`src/rtl/dma_regbank_pkg.sv`:
```
package dma_regbank_pkg;

  localparam int NCH    = 2;
  localparam int BYTE_W = 8;
  localparam int REG_W  = 2 * BYTE_W;
  localparam int NREG   = 3;
  localparam int ADDR_W = 3;

  // register slot indices inside a channel
  localparam int SLOT_SRC = 0;
  localparam int SLOT_DST = 1;
  localparam int SLOT_CNT = 2;

  // index/status bit positions
  localparam int IX_SUSPALL = 4;
  localparam int IX_RLDDIS  = 5;
  localparam int IX_RSVD    = 6;
  localparam int IX_CHSEL   = 7;
  localparam int NFLAG      = 2 * NCH;

  // mode bit positions
  localparam int MD_LATCHONLY = 4;
  localparam int MD_RELOAD    = 6;

  typedef enum logic [ADDR_W-1:0] {
    A_IDX  = 3'd0,
    A_MODE = 3'd1,
    A_SRCL = 3'd2,
    A_SRCH = 3'd3,
    A_DSTL = 3'd4,
    A_DSTH = 3'd5,
    A_CNTL = 3'd6,
    A_CNTH = 3'd7
  } regAddr_e;

  typedef struct packed {
    logic            idxWr;
    logic            modeWr;
    logic [NREG-1:0] regWr;
    logic            hiByte;
    logic            chSel;
    logic            latchOnly;
    logic            reloadCnt;
    logic            reloadAddr;
  } strobe_t;

endpackage

```
`src/rtl/dma_regbank_ctrl.sv`:
```
module dma_regbank_ctrl
  import dma_regbank_pkg::*;
(
  input  logic              wrEn,
  input  logic [ADDR_W-1:0] addr,
  input  logic [BYTE_W-1:0] wrData,
  input  logic              chIdx,
  input  logic              rldDis,
  input  logic              selLatchOnly,
  output strobe_t           stb,
  output regAddr_e          rdSel
);

  always_comb begin
    rdSel         = regAddr_e'(addr);
    stb           = '0;
    stb.chSel     = chIdx;
    stb.hiByte    = addr[0];
    stb.latchOnly = selLatchOnly;
    if (wrEn) begin
      unique case (rdSel)
        A_IDX:  stb.idxWr = 1'b1;
        A_MODE: begin
          stb.modeWr = 1'b1;
          if (wrData[MD_RELOAD]) begin
            stb.reloadCnt  = 1'b1;
            stb.reloadAddr = !rldDis;
          end
        end
        A_SRCL, A_SRCH: stb.regWr[SLOT_SRC] = 1'b1;
        A_DSTL, A_DSTH: stb.regWr[SLOT_DST] = 1'b1;
        A_CNTL, A_CNTH: stb.regWr[SLOT_CNT] = 1'b1;
        default: ;
      endcase
    end
  end

endmodule

```
`src/rtl/dma_regbank_dp.sv`:
```
module dma_regbank_dp
  import dma_regbank_pkg::*;
(
  input  logic                        clk,
  input  logic                        rstN,
  input  strobe_t                     stb,
  input  regAddr_e                    rdSel,
  input  logic [BYTE_W-1:0]           wrData,
  input  logic [NCH-1:0]              ufSet,
  input  logic [NCH-1:0]              susSet,
  output logic [BYTE_W-1:0]           rdData,
  output logic [BYTE_W-1:0]           idxQ,
  output logic                        selLatchOnly,
  output logic [NCH-1:0][BYTE_W-1:0]  modeArr,
  output logic [NCH-1:0][REG_W-1:0]   srcArr,
  output logic [NCH-1:0][REG_W-1:0]   dstArr,
  output logic [NCH-1:0][REG_W-1:0]   cntArr
);

  logic [NCH-1:0][NREG-1:0][REG_W-1:0] workArr;
  logic [NFLAG-1:0]                    flagSet;

  // flag order: uf0, sus0, uf1, sus1
  always_comb begin
    for (int c = 0; c < NCH; c++) begin
      flagSet[2*c]   = ufSet[c];
      flagSet[2*c+1] = susSet[c];
    end
  end

  // index/status register
  always_ff @(posedge clk) begin
    if (!rstN) begin
      idxQ <= '0;
    end else begin
      for (int b = 0; b < NFLAG; b++) begin
        idxQ[b] <= flagSet[b] | (idxQ[b] & ~(stb.idxWr & ~wrData[b]));
      end
      idxQ[IX_RSVD] <= 1'b0;
      if (stb.idxWr) begin
        idxQ[IX_SUSPALL] <= wrData[IX_SUSPALL];
        idxQ[IX_RLDDIS]  <= wrData[IX_RLDDIS];
        idxQ[IX_CHSEL]   <= wrData[IX_CHSEL];
      end
    end
  end

  // per-channel mode, latches and working registers
  for (genvar c = 0; c < NCH; c++) begin : gCh
    logic [BYTE_W-1:0] modeQ;
    logic              hit;

    assign hit = (stb.chSel == c[0]);

    always_ff @(posedge clk) begin
      if (!rstN) begin
        modeQ <= '0;
      end else if (stb.modeWr && hit) begin
        modeQ <= wrData & ~(BYTE_W'(1) << MD_RELOAD);
      end
    end
    assign modeArr[c] = modeQ;

    for (genvar r = 0; r < NREG; r++) begin : gReg
      logic [REG_W-1:0] latchQ;
      logic [REG_W-1:0] workQ;
      logic             doReload;

      if (r == SLOT_CNT) begin : gCntRld
        assign doReload = stb.reloadCnt && hit;
      end else begin : gAddrRld
        assign doReload = stb.reloadAddr && hit;
      end

      always_ff @(posedge clk) begin
        if (!rstN) begin
          latchQ <= '0;
          workQ  <= '0;
        end else if (stb.regWr[r] && hit) begin
          if (stb.hiByte) latchQ[REG_W-1:BYTE_W] <= wrData;
          else            latchQ[BYTE_W-1:0]     <= wrData;
          if (!stb.latchOnly) begin
            if (stb.hiByte) workQ[REG_W-1:BYTE_W] <= wrData;
            else            workQ[BYTE_W-1:0]     <= wrData;
          end
        end else if (doReload) begin
          workQ <= latchQ;
        end
      end
      assign workArr[c][r] = workQ;
    end

    assign srcArr[c] = workArr[c][SLOT_SRC];
    assign dstArr[c] = workArr[c][SLOT_DST];
    assign cntArr[c] = workArr[c][SLOT_CNT];
  end

  assign selLatchOnly = modeArr[idxQ[IX_CHSEL]][MD_LATCHONLY];

  // read mux
  always_comb begin
    logic ch;
    ch = idxQ[IX_CHSEL];
    unique case (rdSel)
      A_IDX:   rdData = idxQ & ~(BYTE_W'(1) << IX_RSVD);
      A_MODE:  rdData = modeArr[ch];
      A_SRCL:  rdData = workArr[ch][SLOT_SRC][BYTE_W-1:0];
      A_SRCH:  rdData = workArr[ch][SLOT_SRC][REG_W-1:BYTE_W];
      A_DSTL:  rdData = workArr[ch][SLOT_DST][BYTE_W-1:0];
      A_DSTH:  rdData = workArr[ch][SLOT_DST][REG_W-1:BYTE_W];
      A_CNTL:  rdData = workArr[ch][SLOT_CNT][BYTE_W-1:0];
      A_CNTH:  rdData = workArr[ch][SLOT_CNT][REG_W-1:BYTE_W];
      default: rdData = '0;
    endcase
  end

endmodule

```
`src/rtl/dma_regbank.sv`:
```
module dma_regbank
  import dma_regbank_pkg::*;
(
  input  logic                       clk,
  input  logic                       rstN,
  input  logic [ADDR_W-1:0]          addr,
  input  logic                       wrEn,
  input  logic [BYTE_W-1:0]          wrData,
  output logic [BYTE_W-1:0]          rdData,
  input  logic [NCH-1:0]             ufSet,
  input  logic [NCH-1:0]             susSet,
  output logic [NCH-1:0][BYTE_W-1:0] chMode,
  output logic [NCH-1:0][REG_W-1:0]  chSrc,
  output logic [NCH-1:0][REG_W-1:0]  chDst,
  output logic [NCH-1:0][REG_W-1:0]  chCnt,
  output logic                       suspendAll
);

  strobe_t           stb;
  regAddr_e          rdSel;
  logic [BYTE_W-1:0] idxQ;
  logic              selLatchOnly;

  dma_regbank_ctrl u_ctrl (
    .wrEn         (wrEn),
    .addr         (addr),
    .wrData       (wrData),
    .chIdx        (idxQ[IX_CHSEL]),
    .rldDis       (idxQ[IX_RLDDIS]),
    .selLatchOnly (selLatchOnly),
    .stb          (stb),
    .rdSel        (rdSel)
  );

  dma_regbank_dp u_dp (
    .clk          (clk),
    .rstN         (rstN),
    .stb          (stb),
    .rdSel        (rdSel),
    .wrData       (wrData),
    .ufSet        (ufSet),
    .susSet       (susSet),
    .rdData       (rdData),
    .idxQ         (idxQ),
    .selLatchOnly (selLatchOnly),
    .modeArr      (chMode),
    .srcArr       (chSrc),
    .dstArr       (chDst),
    .cntArr       (chCnt)
  );

  assign suspendAll = idxQ[IX_SUSPALL];

endmodule

```
`config.mk`:
```
export PLATFORM = sky130hd
export DESIGN_NAME = dma_regbank
export DESIGN_NICKNAME = d
export VERILOG_FILES = /design/src/rtl/dma_regbank_pkg.sv /design/src/rtl/dma_regbank_ctrl.sv /design/src/rtl/dma_regbank_dp.sv /design/src/rtl/dma_regbank.sv
export SDC_FILE = /design/constraint.sdc
export NUM_CORES = 1
export LEC_CHECK = 0
export BUFFER_PORTS_ARGS = -buffer_cell sky130_fd_sc_hd__buf_2
export CORE_UTILIZATION = 63
export DETAILED_ROUTE_END_ITERATION = 6
export HOLD_SLACK_MARGIN = 0.06
export PLACE_DENSITY = 0.86
export SETUP_SLACK_MARGIN = 0.02
export SYNTH_ARGS = -nofsm -noshare
export SYNTH_HDL_FRONTEND = slang
export SYNTH_SLANG_ARGS = --single-unit
```
`constraint.sdc`:
```
create_clock -name clk -period 3.4 [get_ports clk]
set_input_delay 0.68 -clock clk [delete_from_list [all_inputs] [get_ports clk]]
set_output_delay 0.68 -clock clk [all_outputs]
set_load 0.02 [all_outputs]
```
# ---- Word-level counts from Yosys, hierarchy flattened
# Index checks and enable logic that the tools add are counted.
dict set report word_totals {
  register_bits 213
  input_bits 18
  wordCells 152
}
dict set report op_classes {
  magnitude_cmp 1
  n_eq_ne 25
  mux 29
  bitwise 22
  n_reduce_logical 47
}
# operator n
set op_table {}
lappend op_table {{2-to-1 mux 16 bit} 13}
lappend op_table {{2-to-1 mux 48 bit} 2}
lappend op_table {{one-hot mux 8 bit (8 select lines)} 1}
lappend op_table {{!= test 2 bit (second input constant)} 18}
lappend op_table {{AND reduction 3 bit} 12}
lappend op_table {{2-to-1 mux 8 bit} 4}
lappend op_table {{AND reduction 2 bit} 12}
lappend op_table {{== test 3 bit (second input constant)} 4}
lappend op_table {{logical AND 1 bit} 12}
lappend op_table {{nonzero test 2 bit} 6}
lappend op_table {{inverter 1 bit} 10}
lappend op_table {{AND 1 bit} 8}
lappend op_table {{== test 3 x 2 -> 1 bit (second input constant)} 2}
lappend op_table {{2-to-1 mux 2 bit} 3}
lappend op_table {{OR reduction 2 bit} 3}
lappend op_table {{2-to-1 mux 1 bit} 5}
lappend op_table {{2-to-1 mux 5 bit} 1}
lappend op_table {{OR 1 bit} 4}
lappend op_table {{== test 3 x 1 -> 1 bit (second input constant)} 1}
lappend op_table {{logical NOT 3 bit} 1}
lappend op_table {{less-than comparator 1 x 2 -> 1 bit (second input constant)} 1}
lappend op_table {{logical NOT 1 bit} 1}

# ---- Logic depth before layout (Yosys ltp)
# Gate-level depths: netlist of run 1.
dict set report logic_depth {
  word_depth 8
  mapped_depth 8
  mapped_depth_nobuf 4
}

# ---- Cells and area by module
# Synthesis of run 1 repeated with hierarchy kept, for this count alone.
dict set report unflattened {
  cells_unflattened 1098
  hier_area_um2 10271.1
}
# mod instances cells_per_inst area_each_um2
set modules_own_cells {}
lappend modules_own_cells {dma_regbank_dp 1 1084 10164.7}
lappend modules_own_cells {dma_regbank_ctrl 1 14 106.4}

# ---- Worst setup path after synthesis of run 1
# OpenSTA, ideal clock, no wires.
dict set report synth_timing {
  path_kind {input to output}
  startpoint {input port addr[0]}
  endpoint {output port rdData[7]}
  t_arrival_ns 2.294
  path_slack_ns 0.426
  path_stages 5
  path_cell_list {clkbuf_1 -> clkbuf_1 -> nor2_1 -> a22oi_1 -> o311ai_0}
}
dict set report synth_via {
  elab_chain_len 2
  word_cells_on_any_way 9
  classes_between {7 x eq/ne; 1 x mux; 1 x reduce/logical}
}
# item line
set synth_lines {}
lappend synth_lines {{start: declaration} dma_regbank.sv:6} ;# input logic [ADDR_W-1:0] addr,
lappend synth_lines {{== test 3 bit (tied with other cells)} dma_regbank_dp.sv:104} ;# unique case (rdSel)
lappend synth_lines {{one-hot mux 8 bit (8 select lines) (*)} dma_regbank_dp.sv:104}
lappend synth_lines {{end: declaration} dma_regbank.sv:9} ;# output logic [BYTE_W-1:0] rdData,
# Every way passes the cells marked *; elsewhere a longest branch is shown, timed or not.

# ---- Worst setup path after layout of run 1
dict set report layout_timing {
  startpoint {register u_dp.idxQ[7]}
  endpoint {output port rdData[3]}
}
dict set report layout_via {
  elab_chain_len 3
  word_cells_on_any_way 5
  classes_between {5 x mux}
}
# item line
set layout_lines {}
lappend layout_lines {{start: declaration} dma_regbank_dp.sv:12} ;# output logic [BYTE_W-1:0] idxQ,
lappend layout_lines {{start signal: indexed assignment} dma_regbank_dp.sv:37} ;# idxQ[b] <= flagSet[b] | (idxQ[b] & ~(stb.idxWr & ~wrData[b]));
lappend layout_lines {{start signal: indexed assignment} dma_regbank_dp.sv:41} ;# idxQ[IX_SUSPALL] <= wrData[IX_SUSPALL];
lappend layout_lines {{start signal: indexed assignment} dma_regbank_dp.sv:42} ;# idxQ[IX_RLDDIS] <= wrData[IX_RLDDIS];
lappend layout_lines {{2-to-1 mux 48 bit (implied by the code) / 2-to-1 mux 8 bit (equally long branches) (2 in series)} --}
lappend layout_lines {{one-hot mux 8 bit (8 select lines) (*)} dma_regbank_dp.sv:104}
# Every way passes the cells marked *; elsewhere a longest branch is shown, timed or not. The select of a mux whose other input is x is not followed.

==> results.json, run 1 <==
{
  "run_status": "finished, final reports clean",
  "drive_above_1_share_pct": 19.7,
  "clkSlewWorstSetupHoldPaths_ns": 0.06,
  "grt_pass1_wl_um": 55200,
  "htreeDepth": 1,
  "layout.nets": 1315,
  "vias": 10500,
  "powerDensity_nw_per_um2": 461,
  "max_stage_delay_ns": 0.63,
  "critPathKind": "flip-flop to primary output",
  "cts_buffers": 23,
  "antenna_found_initial": 1,
  "synth-edff-count": 0,
  "syn-cell-area_um2": 10600,
  "io_pins": 139,
  "area_growth_pct": 15.5,
  "dieWidth_um": 132,
  "first_global_vias": 9678,
  "chipHeight_um": 132,
  "timing.final.crit_share_pct": 97.8,
  "vdd.ir_drop.worst_uv": 371,
  "slew_headroom_pct": 33.6,
  "rsz0062_at_grt": "no",
  "clk_latency_ns": 0.51,
  "fin_area_um2": 12200,
  "gp_congestion": 0.974,
  "r2r_cells": 6,
  "path_max_fanout": 24,
  "met1_usage_pct": 56.9,
  "register_area_um2": 4270,
  "drt-total-wl_um": 36600,
  "critPathTopFamily": "flip-flops",
  "multi_input_area_um2": 5840,
  "synth.distinct_cells": 58,
  "worst_pin_slew_ns": 0.996,
  "startpoint_type": "flip-flop",
  "cts_hold_buf": 0,
  "post_cts_buffers": 1,
  "cts.repair.resized": 0,
  "grt_max_degree": 71,
  "drc": 0,
  "drt_pass1_iterations": 6,
  "antenna_left": 0,
  "grt-ovfl-total": 0,
  "synthCells": 1200,
  "synthFlopType": "dfxtp_1",
  "crit_chain": "buf_12 > mux2i_1 > o22ai_1 > or2_2 > o32a_1 > buf_2",
  "slew_violations": 0,
  "busiest_layer": "met2",
  "ys_seq_elements": 213,
  "hold_viol": 0,
  "cp_data_required_time_ns": 2.72,
  "grt_usage_pct": 41.0,
  "tns_ns": 0,
  "cp_num_cells": 6,
  "portBuffers": 136,
  "setup_violations": 0,
  "core_area_um2": 16500,
  "routedWlPerCell_um": 23.9,
  "min_delay_path_depth": 2,
  "post-dp-hpwl_um": 24600,
  "power_leakage_nw": 5.00,
  "syn_area_per_cell_um2": 8.83,
  "yosysWarnings": 0,
  "fillers": 1229,
  "vias_per_cell": 6.84,
  "dr.first_iter.drc_count": 1410,
  "arrival_ns": 2.64,
  "dieArea_um2": 17300,
  "worst-path-buf-inv": 2,
  "async_reset_ff_share_pct": 0,
  "cts_buffer_depth": 3,
  "cts_tree": "done",
  "fin_crit_ns": 3.32,
  "cp_slowest_cell": "dfxtp_4",
  "placed_area_um2": 11500,
  "finalClockSkew_ns": 0.00867,
  "final_util_pct": 74.1,
  "start_util_pct": 64.1,
  "crit_path_end_kind": "primary output",
  "use_met3_pct": 7.75,
  "fmax_mhz": 301,
  "met2_usage_pct": 59.8,
  "rows": 47,
  "hp-class": "input port to flip-flop",
  "maxCapViolCount": 0,
  "root_buffer": "clkbuf_16",
  "yosysSeqAreaShare_pct": 40.2,
  "cts.sinks": 213
}
## placed cells by master, fill, tap and decap left out, types with 3 or more instances in the layout
master     instances
o211ai_1          57
clkbuf_8           5
a21oi_1            5
mux2_2             4
or3_1              4
o32a_1             6
nand2b_1           4
o2111a_1          56
nor2_1            26
clkinv_2           3
o21a_1            12
a21oi_4            6
mux2i_1           92
o21ai_0           57
buf_2            135
o22ai_1           10
a221oi_1           8
nand3_1           24
clkbuf_16         23
buf_4             51
nor2b_1           39
o22a_1             3
and3b_1            4
or3b_2             3
or2_2              6
o211a_1           16
nand3b_1           5
a21boi_0          92
nand4b_1           4
dfxtp_1          212
nand2_1          262
o311a_1           16
o221a_2            8
clkbuf_1           6
nor3_1             9
## final cells by class
class	instances	share of cell area [%]
Timing Repair Buffer	189	9.10
Clock buffer	34	5.45
Tap cell	220	2.25
Multi-Input combinational cell	868	47.7
Clock inverter	6	0.511
Antenna cell	1	0.0204
Sequential cell	213	34.9
Inverter	2	0.0613
## power breakdown
group	switching, mW	total [mW]	internal (mW)	leakage, nW
registers	0.0610	2.61	2.55	1.73
clock network	1.01	2.44	1.43	0.361
logic	0.388	0.583	0.195	2.91
## logic make-up after synthesis
kind of cell	after synthesis	share of synthesized area [%]
multiplexers	97	9.33
AO/OA/AOI/OAI	366	28.4
buffers and inverters	120	4.75
other	1	0.0354
AND/OR/NAND/NOR	403	17.2
flip-flops	213	40.2
## state kept, by name, indices dropped and copies added (netlist names)
name                  count
u_dp.gCh.gReg.latchQ     96
u_dp.gCh.gReg.workQ      96
u_dp.gCh.modeQ           14
u_dp.idxQ                 7
## per-stage QoR
step           setup slack [ns]  std cells  total power, mW  hold WS, ns
2_1_floorplan             0.426       1201             3.01        0.444
3_3_place_gp              0.392       1491             3.21        0.451
3_5_place_dp              0.338       1491             3.22        0.459
4_1_cts                   0.123       1532             5.61        0.375
5_1_grt                  0.0378       1532             5.75        0.393
6_report                 0.0755       1533             5.64        0.381
## metal layers
metal	share of wire, %	wire [um]
met5	0	0
met4	5.7	2090
met3	12	4410
met2	43	15600
met1	40	14500
## synthesized netlist by cell type (all sizes together) (3+ instances only)
library cell,instances,area [um^2]
o21ai,57,285
o21a,12,90.1
o32a,6,60.1
or2,6,37.5
or3b,4,35.0
nand2,262,983
nand3b,5,37.5
o311a,16,160
clkbuf,83,312
mux2i,92,921
and3b,4,35.0
a21boi,94,728
mux2,4,45.0
a21oi,11,123
a221oi,8,70.1
nor2b,39,244
o211a,16,160
buf,35,184
nor2,27,104
nand3,24,120
or3,4,25.0
o221a,8,90.1
o22ai,10,62.6
o22a,3,26.3
dfxtp,213,4260
nand4b,4,35.0
nor3,11,65.1
nand2b,4,25.0
o211ai,57,428
o2111a,56,631
## worst paths after layout
| kind | from | endpoint | slack, ns |
|---|---|---|---|
| max | u_dp.idxQ[7] | rdData[3] | 0.08 |
| min | ufSet[1] | u_dp.idxQ[2] | 0.38 |
| max reg2reg | u_dp.idxQ[7] | u_dp.gCh[0].gReg[0].workQ[6] | 0.91 |
| min reg2reg | u_dp.gCh[1].gReg[0].latchQ[10] | u_dp.gCh[1].gReg[0].latchQ[10] | 0.46 |
No activity file was read; power rests on OpenSTA's default activity.
==> inputs of run 2 (changes only) <==
--- a/config.mk
+++ b/config.mk
@@ -6,6 +6,7 @@
 export NUM_CORES = 1
 export LEC_CHECK = 0
 export BUFFER_PORTS_ARGS = -buffer_cell sky130_fd_sc_hd__buf_2
+export CORE_ASPECT_RATIO = 2
 export CORE_UTILIZATION = 63
 export DETAILED_ROUTE_END_ITERATION = 6
 export HOLD_SLACK_MARGIN = 0.06
==> run 2 against run 1 <==
Net effect:
- critical path depth is 1 lower
- sequential cell count stayed put
- global-route usage is 1.5 points higher
- combinational power is 2% lower
- cell count is 2.0% lower
- die area is 0.18% higher
- worst setup slack worse by 0.010 ns
- routed wire length is 2.3% higher
==> results.json, run 2 (synthesis results as in run 1) <==
{
  "start_util_pct": 64.8,
  "dieArea_um2": 17400,
  "crit_path_end_kind": "primary output",
  "fillers": 1239,
  "clk_latency_ns": 0.50,
  "portBuffers": 136,
  "setup_violations": 0,
  "arrival_ns": 2.65,
  "finalClockSkew_ns": 0.0124,
  "cp_slowest_cell": "dfxtp_4",
  "startpoint_type": "flip-flop",
  "post-dp-hpwl_um": 26000,
  "hp-start": "ufSet[1]",
  "gp_congestion": 0.988,
  "path_max_fanout": 17,
  "slew_violations": 0,
  "fin_area_um2": 12100,
  "top_regs": "u_dp.gCh.gReg.latchQ (96), u_dp.gCh.gReg.workQ (96), u_dp.gCh.modeQ (14)",
  "first_global_vias": 9619,
  "maxCapViolCount": 0,
  "layout_setup_ws_ns": 0.0651,
  "cts_tree": "done",
  "run_status": "finished, final reports clean",
  "drt-total-wl_um": 37500,
  "routedWlPerCell_um": 24.9,
  "cts_buffer_depth": 3,
  "powerDensity_nw_per_um2": 456,
  "worst-path-buf-inv": 1,
  "root_buffer": "clkbuf_16",
  "clkSlewWorstSetupHoldPaths_ns": 0.07,
  "setup.worst_path.start": "u_dp.idxQ[7]",
  "r2r-start": "u_dp.idxQ[7]",
  "dr.first_iter.drc_count": 782,
  "final_common_cell": "nand2_1",
  "fmax_mhz": 300,
  "grt_usage_pct": 42.5,
  "instances_no_fill": 1502,
  "area_growth_pct": 14.5,
  "place_inst": 1469,
  "slew_headroom_pct": 29.8,
  "vdd.ir_drop.worst_uv": 499,
  "cts.sinks": 213,
  "critPathKind": "flip-flop to primary output",
  "dieWidth_um": 93.7,
  "rsz0062_at_grt": "no",
  "drc": 0,
  "antenna_found_initial": 0,
  "max_stage_delay_ns": 0.65,
  "vias_per_cell": 6.82,
  "worst_pin_slew_ns": 1.05,
  "cts_buffers": 19,
  "vias": 10200,
  "hold_viol": 0,
  "pre_cts_slack_ns": 0.353,
  "chipHeight_um": 185,
  "drive_above_1_share_pct": 19.4,
  "grt_pass1_wl_um": 55300,
  "drt_pass1_iterations": 6,
  "core_area_um2": 16400,
  "io_pins": 139,
  "tns_ns": 0,
  "rows": 66,
  "final_util_pct": 74.2,
  "layout.nets": 1305,
  "timing.final.crit_share_pct": 98.1,
  "power_leakage_nw": 4.95,
  "antenna_left": 0,
  "n_antenna_cell": 0,
  "placed_area_um2": 11400,
  "final_cell_mix": "nand2_1 (262), dfxtp_1 (212), buf_2 (135)",
  "fin_crit_ns": 3.33,
  "hp-class": "input port to flip-flop",
  "cp_data_required_time_ns": 2.72,
  "grt_max_degree": 113,
  "htreeDepth": 1,
  "grt-ovfl-total": 0,
  "critPathTopFamily": "flip-flops",
  "crit_chain": "mux2i_1 > o22ai_1 > or2_2 > o32a_1 > buf_2"
}
==> run 2: cell count changes in the layout (fill, tap and decap cells not counted), moves of 2 or more <==
cell	previous run	this run
bufinv_16	1	3
clkbuf_1	6	0
buf_4	51	45
clkbuf_8	5	7
clkbuf_16	23	19
inv_6	2	0
==> run 2: report_power, final <==
| group | switching, mW | total [mW] | internal, mW |
|---|---|---|---|
| sequential | 0.0604 | 2.61 | 2.55 |
| clock | 0.951 | 2.35 | 1.40 |
| combinational | 0.382 | 0.573 | 0.190 |
| total | 1.39 | 5.53 | 4.14 |
==> run 2: area by class of cell <==
cell class / count / area, um^2 / share of cell area (%)
timing repair buffer: 183 / 1080 / 8.91
inverter: 2 / 11.3 / 0.0928
clock buffer: 26 / 572 / 4.71
multi-input combinational: 868 / 5840 / 48.1
tap: 204 / 255 / 2.10
sequential: 213 / 4270 / 35.2
clock inverter: 6 / 105 / 0.866
==> run 2: final timing paths <==
| kind | to | slack, ns | cells after the start |
|---|---|---|---|
| worst max register to register | u_dp.gCh[1].gReg[1].workQ[15] | 0.93 | 5 |
| worst min-delay path | u_dp.idxQ[2] | 0.42 | 2 |
| worst max-delay path | rdData[3] | 0.07 | 5 |
| worst min register to register | u_dp.gCh[1].gReg[1].latchQ[8] | 0.46 | 2 |
==> run 2: through the flow <==
step | hold WS (ns) | power (mW)
after CTS | 0.415 | 5.51
after floorplan | 0.444 | 3.01
after global placement | 0.450 | 3.21
final | 0.418 | 5.53
after detailed placement | 0.457 | 3.21
after global routing | 0.419 | 5.66
==> run 2: timing repair <==
item                                    in CTS  in global routing
endpoints found under the setup margin       0                  5
setup buffers                                0                  1
gates resized for setup                      0                  1
hold buffers                                 0                  0
endpoints found under the hold margin        0                  0
==> run 2: per-layer routing <==
layer,global-route usage [%],vias up,wire (um)
met5,0,-,0
met4,34.2,0,3650
met3,8.05,213,3350
met2,71.9,653,17900
met1,45.3,4830,12500
li1,-,4550,-
